--- src/rtl/fuse_pkg.sv ---
package fuse_pkg;

    typedef enum logic [1:0] {
        CLS_PLAIN = 2'd0,
        CLS_CMP   = 2'd1,
        CLS_TEST  = 2'd2,
        CLS_JCC   = 2'd3
    } cls_e;

    localparam int CC_W  = 4;
    localparam int CLS_W = 2;

    // Overflow, sign and parity branches never pair with a compare.
    function automatic logic cmp_cond_ok(input logic [CC_W-1:0] cc);
        unique case (cc)
            4'h0, 4'h1, 4'h8, 4'h9, 4'hA, 4'hB: return 1'b0;
            default:                            return 1'b1;
        endcase
    endfunction

endpackage

--- src/rtl/fuse_pair_check.sv ---
module fuse_pair_check
    import fuse_pkg::*;
#(
    parameter int W = 4
) (
    input  logic [W-1:0]            valid,
    input  logic [W-1:0][CLS_W-1:0] cls,
    input  logic [W-1:0][CC_W-1:0]  cond,
    input  logic [W-1:0]            mode_ok,
    output logic [W-2:0]            pair_ok
);

    generate
        for (genvar i = 0; i < W - 1; i++) begin : g_pair
            logic lead_test, lead_cmp, tail_jcc, both_live;
            assign lead_test = (cls[i] == CLS_TEST);
            assign lead_cmp  = (cls[i] == CLS_CMP);
            assign tail_jcc  = (cls[i+1] == CLS_JCC);
            assign both_live = valid[i] & valid[i+1] & mode_ok[i] & mode_ok[i+1];
            assign pair_ok[i] = both_live & tail_jcc &
                                (lead_test | (lead_cmp & cmp_cond_ok(cond[i+1])));
        end
    endgenerate

endmodule

--- src/rtl/fuse_select.sv ---
module fuse_select #(
    parameter int W = 4
) (
    input  logic [W-2:0] pair_ok,
    output logic [W-1:0] head,
    output logic [W-1:0] absorbed
);

    always_comb begin
        head     = '0;
        absorbed = '0;
        for (int i = 0; i < W - 1; i++) begin
            if (pair_ok[i] && !absorbed[i]) begin
                head[i]       = 1'b1;
                absorbed[i+1] = 1'b1;
            end
        end
    end

endmodule

--- src/rtl/fuse_compact.sv ---
module fuse_compact
    import fuse_pkg::*;
#(
    parameter int W  = 4,
    parameter int TW = 8,
    localparam int CW = $clog2(W + 1)
) (
    input  logic [W-1:0]           keep,
    input  logic [W-1:0]           head,
    input  logic [W-1:0][TW-1:0]   tag,
    input  logic [W-1:0][CC_W-1:0] cond,
    output logic [W-1:0]           o_valid,
    output logic [W-1:0]           o_fused,
    output logic [W-1:0][TW-1:0]   o_tag,
    output logic [W-1:0][CC_W-1:0] o_cond,
    output logic [CW-1:0]          o_count
);

    logic [W-1:0][CW-1:0] slot_pos;

    always_comb begin
        logic [CW-1:0] run;
        run = '0;
        for (int i = 0; i < W; i++) begin
            slot_pos[i] = run;
            if (keep[i]) run = run + CW'(1);
        end
        o_count = run;
    end

    always_comb begin
        o_valid = '0;
        o_fused = '0;
        o_tag   = '0;
        o_cond  = '0;
        for (int j = 0; j < W; j++) begin
            for (int i = j; i < W; i++) begin
                if (keep[i] && slot_pos[i] == CW'(j)) begin
                    o_valid[j] = 1'b1;
                    o_fused[j] = head[i];
                    o_tag[j]   = tag[i];
                    o_cond[j]  = cond[i];
                end
            end
        end
    end

endmodule

--- src/rtl/fusion_detect.sv ---
module fusion_detect
    import fuse_pkg::*;
#(
    parameter int W          = 4,
    parameter int TW         = 8,
    parameter bit FUSE_IN_32 = 1'b1,
    parameter bit FUSE_IN_64 = 1'b1,
    localparam int CW = $clog2(W + 1)
) (
    input  logic              clk,
    input  logic              rst_n,
    input  logic [W-1:0]      in_valid,
    input  logic [2*W-1:0]    in_cls,
    input  logic [4*W-1:0]    in_cond,
    input  logic [W-1:0]      in_mode64,
    input  logic [TW*W-1:0]   in_tag,
    output logic [W-1:0]      out_head,
    output logic [W-1:0]      out_uop_valid,
    output logic [TW*W-1:0]   out_uop_tag,
    output logic [4*W-1:0]    out_uop_cond,
    output logic [W-1:0]      out_uop_fused,
    output logic [CW-1:0]     out_uop_count
);

    logic [W-1:0][CLS_W-1:0] cls_w;
    logic [W-1:0][CC_W-1:0]  cond_w;
    logic [W-1:0][TW-1:0]    tag_w;
    logic [W-1:0]            mode_ok;
    logic [W-2:0]            pair_ok;
    logic [W-1:0]            head, absorbed, keep;
    logic [W-1:0][CC_W-1:0]  cond_sel;

    logic [W-1:0]            c_valid, c_fused;
    logic [W-1:0][TW-1:0]    c_tag;
    logic [W-1:0][CC_W-1:0]  c_cond;
    logic [CW-1:0]           c_count;

    assign cls_w  = in_cls;
    assign cond_w = in_cond;
    assign tag_w  = in_tag;

    generate
        for (genvar i = 0; i < W; i++) begin : g_slot
            assign mode_ok[i] = in_mode64[i] ? FUSE_IN_64 : FUSE_IN_32;
            assign keep[i]    = in_valid[i] & ~absorbed[i];
            if (i < W - 1) begin : g_inner
                assign cond_sel[i] = head[i] ? cond_w[i+1] : cond_w[i];
            end else begin : g_last
                assign cond_sel[i] = cond_w[i];
            end
        end
    endgenerate

    fuse_pair_check #(.W(W)) i_pair (
        .valid   (in_valid),
        .cls     (cls_w),
        .cond    (cond_w),
        .mode_ok (mode_ok),
        .pair_ok (pair_ok)
    );

    fuse_select #(.W(W)) i_select (
        .pair_ok  (pair_ok),
        .head     (head),
        .absorbed (absorbed)
    );

    fuse_compact #(.W(W), .TW(TW)) i_compact (
        .keep    (keep),
        .head    (head),
        .tag     (tag_w),
        .cond    (cond_sel),
        .o_valid (c_valid),
        .o_fused (c_fused),
        .o_tag   (c_tag),
        .o_cond  (c_cond),
        .o_count (c_count)
    );

    always_ff @(posedge clk or negedge rst_n) begin
        if (!rst_n) begin
            out_head      <= '0;
            out_uop_valid <= '0;
            out_uop_tag   <= '0;
            out_uop_cond  <= '0;
            out_uop_fused <= '0;
            out_uop_count <= '0;
        end else begin
            out_head      <= head;
            out_uop_valid <= c_valid;
            out_uop_tag   <= c_tag;
            out_uop_cond  <= c_cond;
            out_uop_fused <= c_fused;
            out_uop_count <= c_count;
        end
    end

    // stream is a contiguous run from position 0
    a_r10_packed: assert property (@(posedge clk) disable iff (!rst_n)
        ((out_uop_valid & (out_uop_valid + W'(1))) == '0));

    // count matches the occupied positions
    a_r10_count: assert property (@(posedge clk) disable iff (!rst_n)
        ($countones(out_uop_valid) == int'(out_uop_count)));

    // fused entries match the head flags
    a_r10_fused_heads: assert property (@(posedge clk) disable iff (!rst_n)
        ($countones(out_uop_fused) == $countones(out_head)));

    // an absorbed branch never heads a pair
    a_r9_no_adjacent_heads: assert property (@(posedge clk) disable iff (!rst_n)
        ((out_head & (out_head >> 1)) == '0));

    // no pair leaves the window
    a_r8_last_slot: assert property (@(posedge clk) disable iff (!rst_n)
        !out_head[W-1]);

    // an empty window gives an empty stream one edge later
    a_r2_empty_window: assert property (@(posedge clk) disable iff (!rst_n)
        (in_valid == '0) |=> (out_uop_valid == '0 && out_head == '0));

endmodule

--- config.mk ---
export PLATFORM = sky130hd
export DESIGN_NAME = fusion_detect
export DESIGN_NICKNAME = d
export VERILOG_FILES = /design/src/rtl/fuse_pkg.sv /design/src/rtl/fuse_pair_check.sv /design/src/rtl/fuse_select.sv /design/src/rtl/fuse_compact.sv /design/src/rtl/fusion_detect.sv
export SDC_FILE = /design/constraint.sdc
export NUM_CORES = 1
export LEC_CHECK = 0
export BUFFER_PORTS_ARGS = -buffer_cell sky130_fd_sc_hd__buf_4
export CORE_UTILIZATION = 48
export CTS_CLUSTER_DIAMETER = 150
export DETAILED_ROUTE_END_ITERATION = 8
export HOLD_SLACK_MARGIN = 0.02
export PLACE_DENSITY = 0.88
export SLEW_MARGIN = 30
export SYNTH_ARGS = -nofsm -noshare
export SYNTH_HDL_FRONTEND = slang
export SYNTH_SLANG_ARGS = --single-unit
export TNS_END_PERCENT = 1
--- constraint.sdc ---
create_clock -name clk -period 0.8 [get_ports clk]
set_input_delay 0.12 -clock clk [delete_from_list [all_inputs] [get_ports clk]]
set_output_delay 0.12 -clock clk [all_outputs]
set_load 0.03 [all_outputs]
==> impl_metrics.csv, run 1 <==
group,metric,value,unit
floorplan,die-area,6918,µm²
floorplan,die_w,83.18,µm
routing,drt_iter0_drc,577,
synthesis,synth_ff_type,"dfrtp_1",
clocking,cts_made_buffers,9,
clocking,clock_path_buffers,2,
placed_design,hpwlAfterDp,8.135,mm
flow_run,maxCapViolCount,0,
timing,setup_viol,122,
layout,ff_latch_area,1526,µm²
setup_path,max_stage_delay,0.35,ns
floorplan,rows,29,
global_routing,grt-ovfl-total,0,
routing,wl_per_cell,26.85,µm
layout,drive_above_1_share,54.83,%
setup_path,startpoint,"in_cls[0]",
setup_path,arrival,2.67,ns
layout,n_antenna_cell,0,
clocking,cts_tree,"yes",
layout,layout_common_cells,"buf_4, buf_6, dfrtp_1",
routing,drc,0,
layout,n_fill_cell,225,
timing,post-route-min-period,2.407,ns
synthesis,ys_seq_elements,61,
setup_path,end_kind,"register",
synthesis,ys_seq_area_share,48.26,%
layout,multi_input_area,1757,µm²
synthesis,post_synth_inst_count,319,
timing,max_freq,415.4,MHz
placed_design,pre_cts_ws,-2.194,ns
timing,setup_ws,-1.607,ns
synthesis,synth.avg_cell_area,9.915,µm²
hold_path,hold_class,"in -> reg",
setup_path,crit_type,"in -> reg",
setup_path,endpoint,"out_uop_cond[5]",
clocking,path_clk_slew,0.07,ns
outcome,violations,"negative setup slack",
timing,rsz0062_at_grt,"true",
layout,fin_nets,607,
placed_design,io_buffers,122,
setup_path,worstSetupStartpointType,"primary input",
synthesis,synthArstFlopShare,100.0,%
timing,worst_hold_slack,0.04237,ns
setup_path,cp_num_cells,14,
power,power_density,1703,nW/µm²
routing,vias,4135,
setup_path,cpLargestDelayFamily,"buffers and inverters",
floorplan,core_area,6350,µm²
floorplan,initial_utilization,49.81,%
floorplan,die_h,83.18,µm
setup_path,critical-path-slowest-cell,"a311oi_4",
synthesis,ys_warn_count,0,
placed_design,gp_congestion,0.8985,
setup_path,worstPathCellList,"buf_6 > buf_6 > a311oi_4 > nand2_2 > and2_4 > buf_6 > ha_4 > buf_4 > nand2_1 > buf_4 > nor3_1 > buf_4 > o2bb2ai_1 > a22o_1",
layout,final_common_cell,"buf_4",
routing,dr.pass1.iters,9,
power,peakVddDrop,1.464,mV
setup_path,cp.required,1.06,ns
timing,drv_slew,0,
synthesis,synth-edff-count,0,
synthesis,yosysUniqueCellTypes,53,
routing,wl,16.52,mm
setup_path,critPathMaxFanout,4,
global_routing,grt_pass1_wl,21.95,mm
clocking,cts.sinks,61,
timing,fin_crit_sh,300.9,%
power,design_power_total,9822,µW
power,p_leak,0.002747,µW
clocking,ctsRootBufferMaster,"clkbuf_8",
floorplan,ios,129,
clocking,cts-htree-levels,3,
layout,syn2layout_area_growth,82.40,%
global_routing,track_usage,41.87,%
outcome,status,"complete, but fails checks",
timing,hold_violations,0,
global_routing,grt_pass1_vias,4011,
synthesis,netlist_area,3163,µm²
global_routing,antenna_found_initial,1,
routing,vias_per_cell,6.724,
global_routing,grt_start_max_net_pins,24,
setup_path,cp_num_buf_inv,6,
routing,final_antenna_net_count,0,
## repair_timing
item                                    in CTS  in global routing
gates cloned                                 0                  1
buffers inserted                            18                  8
resized for setup                          123                 42
hold buffers                                 2                  0
endpoints found under the hold margin       62                  0
endpoints found under the setup margin     121                122
pin swaps                                   22                 27
## where the power goes
part / total (µW) / switching, µW / internal [µW] / leakage [µW]
logic: 3530 / 1930 / 1600 / 0.00187
clock network: 2750 / 1460 / 1290 / 0.0000836
registers: 3540 / 176 / 3360 / 0.000794
total: 9820 / 3570 / 6250 / 0.00275
## per-stage QoR
| stage | util (%) | std cells | instance area, µm² | TNS (ns) |
|---|---|---|---|---|
| final | 90.86 | 615 | 5769 | -95.16 |
| after global routing | 90.86 | 615 | 5769 | -99.53 |
| after CTS | 87.17 | 607 | 5535 | -89.74 |
| after detailed placement | 74.72 | 571 | 4745 | -112.12 |
| after global placement | 74.72 | 571 | 4745 | -105.06 |
| after floorplan | - | 320 | 3237 | -92.14 |
## per-layer routing
layer / up-vias / track usage, % / wire (µm)
met5: - / 0 / 0
met3: 177 / 8.946 / 1925
li1: 1578 / - / -
met1: 1936 / 48.68 / 5484
met4: 0 / 29.15 / 1683
met2: 444 / 69.00 / 7421
## cell usage after synthesis (2+ instances only)
cell type | count | area [µm²]
buf_2 | 8 | 40.04
xnor2_1 | 4 | 35.03
ha_1 | 7 | 87.58
o21ai_0 | 12 | 60.06
and3_1 | 2 | 12.51
dfrtp_1 | 61 | 1526
a31oi_1 | 12 | 75.07
a211o_1 | 3 | 26.28
a221oi_1 | 4 | 35.03
clkbuf_1 | 12 | 45.04
o211ai_1 | 10 | 75.07
inv_1 | 9 | 33.78
a22oi_1 | 8 | 60.06
nand2_1 | 28 | 105.1
o2bb2ai_1 | 2 | 17.52
and2_1 | 14 | 87.58
a21oi_1 | 17 | 85.08
a32o_1 | 4 | 40.04
a22o_1 | 12 | 105.1
nor2_1 | 26 | 97.59
nor3_1 | 4 | 20.02
mux2i_1 | 8 | 80.08
nand2b_1 | 6 | 37.54
nand3_1 | 4 | 20.02
nor3b_1 | 2 | 15.01
buf_4 | 3 | 22.52
o221ai_1 | 3 | 26.28
nor2b_1 | 7 | 43.79
a211oi_2 | 3 | 37.54
## flip-flops by register name, summed over array words and instances (netlist names)
register / count
out_head: 3
out_uop_cond: 16
out_uop_count: 3
out_uop_fused: 3
out_uop_tag: 32
out_uop_valid: 4
## final cells by class
cell class | instances | area share (%)
clock buffer | 11 | 2.624
inverter | 11 | 0.9326
tap | 77 | 1.670
multi-input combinational | 224 | 30.45
timing repair buffer | 226 | 37.26
sequential | 61 | 26.46
clock inverter | 5 | 0.6072
## cells by family after synthesis
logic type / count (synthesis) / share of synthesized area, %
AOI/OAI and AO/OA: 102 / 23.97
and+or+nand+nor: 100 / 15.63
DFF: 61 / 48.26
buffers and inverters: 35 / 4.984
adders and majority gates: 8 / 3.402
muxes: 8 / 2.532
xor gates and xnor gates: 4 / 1.107
other: 1 / 0.1186
## how the worst min path moves through the flow
| stage | startpoint | to | slack (ns) | depth (start not counted) |
|---|---|---|---|---|
| floorplan | rst_n | out_head[0] | -0.18 | 0 |
| global placement | rst_n | out_uop_tag[25] | 0.03 | 1 |
| detailed placement | rst_n | out_uop_tag[18] | 0.04 | 1 |
| CTS | in_tag[30] | out_uop_tag[6] | 0.04 | 3 |
| global route | in_tag[31] | out_uop_tag[31] | 0.05 | 2 |
| finish | in_tag[19] | out_uop_tag[19] | 0.04 | 2 |
No activity file was read; power rests on OpenSTA's default activity.
==> inputs of run 2 (changes only) <==
BUFFER_PORTS_ARGS = default   (was -buffer_cell sky130_fd_sc_hd__buf_4)
CORE_UTILIZATION = 63   (was 48)
DONT_BUFFER_PORTS = 1   (was default)
PLACE_DENSITY = 0.87   (was 0.88)
RECOVER_POWER = 100   (was default)
==> run 2 against run 1 <==
Die area is 23% lower. Design area fell by 21%. Critical endpoint is now out_uop_cond[11]. Via count shrank 10%. Highest routed layer is now met5. Maximum frequency decreased by 1.6%. Routed wire length shrank 9.0%. Critical path type unchanged. First-iteration DRC count up 24%. The flow finishes with violations (design-rule violations, negative hold slack, negative setup slack). Global-route usage is 4.8 points higher. Sequential share of layout area increased by 8.9 points.
==> impl_metrics.csv, run 2 (synthesis results as in run 1) <==
group,metric,value,unit
floorplan,die_h,72.86,µm
clocking,cts_made_buffers,9,
placed_design,gp_congestion,0.8804,
layout,layout_common_cells,"dfrtp_2, buf_4, dlygate4sd3_1",
floorplan,core_area,4786,µm²
timing,fin_crit_sh,305.7,%
timing,hold_violations,62,
floorplan,ios,129,
setup_path,cp.required,1.00,ns
setup_path,worstSetupStartpointType,"primary input",
global_routing,grt-ovfl-total,0,
hold_path,hold_class,"in -> async",
routing,wl_met1,4.505,mm
clocking,cts_tree,"yes",
timing,max-slew-margin-rel,51.18,%
placed_design,hpwlAfterDp,6.017,mm
global_routing,grt_pass1_wl,17.96,mm
timing,rsz0062_at_grt,"true",
global_routing,grt_start_max_net_pins,62,
power,p_leak,0.001868,µW
setup_path,worstPathCellList,"nand2b_4 > a311oi_4 > nand2_2 > and2_4 > fa_2 > inv_4 > ha_4 > nand2_4 > a211oi_4 > buf_6 > buf_12 > o31ai_2",
outcome,violations,"design-rule violations, negative hold slack, negative setup slack",
global_routing,antenna_found_initial,2,
layout,fin_nets,471,
floorplan,initial_utilization,66.09,%
routing,wl_met3,2.420,mm
layout,final_common_cell,"dfrtp_2",
clocking,ctsRootBufferMaster,"clkbuf_8",
placed_design,place_inst,406,
routing,top_layer,"met5",
timing,setup_ws,-1.646,ns
floorplan,die_w,72.86,µm
timing,drv_slew,0,
setup_path,critical-path-slowest-cell,"fa_2",
clocking,cts.sinks,61,
layout,largest_reg_flops,32,
power,peakVddDrop,1.422,mV
routing,dr_wl_met2,6.376,mm
layout,final_cells,470,
setup_path,arrival,2.65,ns
layout,drive_above_1_share,44.28,%
clocking,cts-htree-levels,3,
power,design_power_total,9002,µW
routing,dr.pass1.iters,9,
power,power_density,1986,nW/µm²
outcome,status,"complete, but fails checks",
clocking,path_clk_slew,0.08,ns
timing,worst_hold_slack,-0.5510,ns
flow_run,maxCapViolCount,0,
routing,vias,3709,
setup_path,end_kind,"register",
setup_path,max_stage_delay,0.66,ns
layout,top_register,"out_uop_tag",
floorplan,die-area,5308,µm²
routing,drt_iter0_drc,715,
floorplan,rows,25,
global_routing,grt_pass1_vias,3163,
timing,max_freq,408.9,MHz
timing,tightestPinTransition,0.7120,ns
timing,post-route-min-period,2.446,ns
layout,syn2layout_area_growth,43.31,%
setup_path,crit_type,"in -> reg",
placed_design,io_buffers,0,
setup_path,critPathMaxFanout,10,
global_routing,track_usage,46.64,%
clocking,clock_path_buffers,2,
routing,wl,15.03,mm
timing,setup_viol,120,
routing,vias_per_cell,7.891,
routing,drc,13,
routing,final_antenna_net_count,0,
layout,reg_top3,"out_uop_tag (32), out_uop_cond (16), out_uop_valid (4)",
layout,final_core_util,94.72,%
routing,wl_per_cell,31.97,µm
run 2: cell count changes in the layout (fill, tap and decap cells not counted), sizes merged:
cell and delta:
bufinv +1, diode +1, clkbuf -1, dlygate4sd3 +37, clkinv +1, buf -172
clkinvlp -2
run 2: power breakdown:
group	total [µW]	internal [µW]	switching [µW]	leakage, µW
Sequential	4170	3420	756	0.000710
Combinational	1760	803	953	0.00106
Clock	3070	1610	1460	0.000102
run 2: repair_timing:
| action | in CTS | in global routing |
|---|---|---|
| setup buffers | 2 | 6 |
| endpoints found under the setup margin | 119 | 120 |
| hold endpoints to repair | 111 | 69 |
| pin swaps | 14 | 21 |
| hold buffers | 36 | 3 |
| resized for setup | 80 | 49 |
run 2: how the worst max path moves through the flow:
stage	cells past startpoint	slack, ns	end	startpoint
2_1_floorplan	10	-1.72	out_uop_cond[6]	in_cond[7]
3_3_place_gp	12	-1.83	out_uop_cond[2]	in_cls[1]
3_5_place_dp	10	-1.95	out_uop_tag[30]	in_cls[1]
4_1_cts	12	-1.33	out_uop_cond[2]	in_cond[7]
5_1_grt	15	-1.67	out_uop_cond[11]	in_cond[7]
6_report	12	-1.65	out_uop_cond[11]	in_cond[7]
run 2: metrics by stage:
stage                     area [µm²]  TNS [ns]  setup WS [ns]
final                           4533    -86.00         -1.646
after global routing            4533    -88.56         -1.673
after CTS                       4282    -77.52         -1.326
after detailed placement        3543    -99.82         -1.948
after global placement          3543    -95.91         -1.825
after floorplan                 3237    -92.14         -1.717
run 2: worst max-delay path, delay by kind of cell:
| kind | cells | cell delay, ns |
|---|---|---|
| compound gates | 3 | 0.81 |
| fa+ha+maj | 2 | 0.83 |
| simple gates | 4 | 0.49 |
| buf+inv | 3 | 0.37 |
run 2: cell type report:
cell class	count	area, µm²
Antenna cell	1	2.502
Sequential cell	61	1603
Clock inverter	5	58.81
Clock buffer	11	151.4
Timing Repair Buffer	90	840.8
Tap cell	67	83.83
Fill cell	121	252.7
Inverter	11	48.80
Multi-Input combinational cell	224	1744
run 2: per-layer routing:
metal	vias to the layer above	global-route usage [%]
li1	1306	-
met1	1690	56.96
met2	503	74.97
met3	208	12.15
met4	2	26.80
met5	-	0
==> inputs of run 3 (changes only) <==
==> constraint.sdc (replaced) <==
create_clock -name clk -period 0.8 [get_ports clk]
set_input_delay 0.12 -clock clk [delete_from_list [all_inputs] [get_ports clk]]
set_output_delay 0.12 -clock clk [all_outputs]
set_load 0.01 [all_outputs]
==> run 3 against run 2 <==
Maximum frequency grew 7.8%. Final cell count down 1.7%. Design area is 5.7% lower. Count of clock-buffer cells in the layout is the same. First-iteration DRC count fell by 18%. Critical path depth unchanged. Critical endpoint is now out_uop_cond[2]. The flow finishes with violations (negative hold slack, negative setup slack). Setup slack better by 0.18 ns. Sequential cell count is the same. Largest cell class unchanged. Global-route usage increased by 1.6 points.
==> impl_metrics.csv, run 3 (synthesis results as in run 1) <==
group,metric,value,unit
hold_path,hold_class,"in -> async",
placed_design,place_inst,406,
timing,max-slew-margin-rel,65.81,%
floorplan,core_area,4786,µm²
floorplan,die_h,72.86,µm
layout,fin_nets,464,
routing,drt_iter0_drc,583,
layout,top_register,"out_uop_tag",
floorplan,die-area,5308,µm²
layout,drive_above_1_share,24.30,%
timing,drv_slew,0,
global_routing,grt_pass1_wl,18.31,mm
setup_path,startpoint,"in_cond[7]",
floorplan,initial_utilization,66.09,%
placed_design,hpwlAfterDp,6.017,mm
routing,vias,3382,
clocking,cts_tree,"yes",
setup_path,endpoint,"out_uop_cond[2]",
setup_path,cp_num_buf_inv,2,
routing,wl_per_cell,27.24,µm
global_routing,track_usage,48.27,%
clocking,ctsRootBufferMaster,"clkbuf_8",
layout,n_antenna_cell,0,
outcome,violations,"negative hold slack, negative setup slack",
setup_path,worstSetupStartpointType,"primary input",
setup_path,arrival,2.50,ns
layout,largest_reg_flops,32,
power,p_leak,0.001867,µW
timing,setup_ws,-1.469,ns
global_routing,antenna_found_initial,0,
clocking,cts.sinks,61,
routing,final_antenna_net_count,0,
routing,drc,0,
timing,rsz0062_at_grt,"true",
outcome,status,"complete, but fails checks",
setup_path,worstPathCellList,"nand2b_4 > a311oi_4 > nand2_2 > and2_4 > fa_2 > inv_2 > ha_4 > nand2_4 > a211oi_2 > buf_4 > nor4_1 > a311oi_1",
floorplan,die_w,72.86,µm
timing,fin_crit_sh,283.6,%
timing,worst_hold_slack,-0.5477,ns
layout,final_common_cell,"dfrtp_1",
placed_design,io_buffers,0,
routing,wl,12.58,mm
setup_path,end_kind,"register",
setup_path,cp.required,1.03,ns
setup_path,max_stage_delay,0.51,ns
layout,layout_common_cells,"dfrtp_1, dlygate4sd3_1, buf_4",
placed_design,gp_congestion,0.8804,
floorplan,ios,129,
timing,tightestPinTransition,0.5113,ns
floorplan,rows,25,
clocking,clock_path_buffers,2,
timing,hold_violations,62,
setup_path,critPathMaxFanout,6,
layout,syn2layout_area_growth,35.09,%
setup_path,critical-path-slowest-cell,"fa_2",
setup_path,crit_type,"in -> reg",
flow_run,maxCapViolCount,0,
timing,max_freq,440.8,MHz
setup_path,cpLargestDelayFamily,"compound AO/OA/AOI/OAI gates",
routing,vias_per_cell,7.320,
timing,post-route-min-period,2.269,ns
routing,dr.pass1.iters,8,
timing,fin_tns_setup,-78.10,ns
global_routing,grt-ovfl-total,0,
clocking,path_clk_slew,0.08,ns
layout,final_cells,462,
timing,setup_viol,120,
clocking,cts-htree-levels,3,
setup_path,cp_num_cells,12,
layout,final_core_util,89.28,%
power,peakVddDrop,1.091,mV
layout,reg_top3,"out_uop_tag (32), out_uop_cond (16), out_uop_valid (4)",
global_routing,grt_pass1_vias,3242,
global_routing,grt_start_max_net_pins,62,
clocking,cts_made_buffers,9,
power,power_density,1914,nW/µm²
## run 3: cell types whose count changed in the layout (fill, tap and decap cells not counted), sizes merged
cell         delta
dlygate4sd3     -1
diode           -1
buf             -6
## run 3: power breakdown
| part | switching, µW | total, µW | internal (µW) |
|---|---|---|---|
| Sequential | 305 | 3670 | 3370 |
| Clock | 1370 | 2980 | 1610 |
| Combinational | 800 | 1530 | 725 |
## run 3: per-stage QoR
| stage | total power, µW | worst slack, ns | area, µm² | hold slack, ns |
|---|---|---|---|---|
| floorplan | 4398 | -1.717 | 3237 | -0.1756 |
| global route | 8364 | -1.505 | 4273 | -0.5576 |
| global placement | 4669 | -1.825 | 3543 | -0.1745 |
| CTS | 7792 | -1.326 | 4218 | -0.5372 |
| finish | 8180 | -1.469 | 4273 | -0.5477 |
| detailed placement | 4710 | -1.948 | 3543 | -0.1745 |
## run 3: layer usage
layer / vias to the layer above / routed length, µm / GRT usage [%]
li1: 1295 / - / -
met1: 1549 / 3982 / 54.50
met2: 403 / 5847 / 78.92
met3: 135 / 1715 / 17.54
met4: 0 / 1040 / 27.89
met5: - / 0 / 0
## run 3: how the worst min path moves through the flow
stage,startpoint,endpoint,cells after the start
floorplan,rst_n,out_head[0],0
global placement,rst_n,out_uop_tag[18],0
detailed placement,rst_n,out_uop_tag[18],0
CTS,rst_n,out_uop_tag[21],0
global route,rst_n,out_uop_tag[18],0
finish,rst_n,out_uop_tag[18],0
## run 3: repair_timing
item,in CTS,in global routing
endpoints found under the setup margin,119,119
hold buffers,36,2
endpoints found under the hold margin,111,66
pin swaps,14,3
gates resized for setup,29,10
buffers inserted,2,0
## run 3: cell type report
cell class | instances | area, µm²
multi-input combinational | 224 | 1633
inverter | 11 | 46.29
clock inverter | 5 | 58.81
fill | 209 | 513.0
clock buffer | 11 | 151.4
sequential | 61 | 1529
tap | 67 | 83.83
timing repair buffer | 83 | 770.7
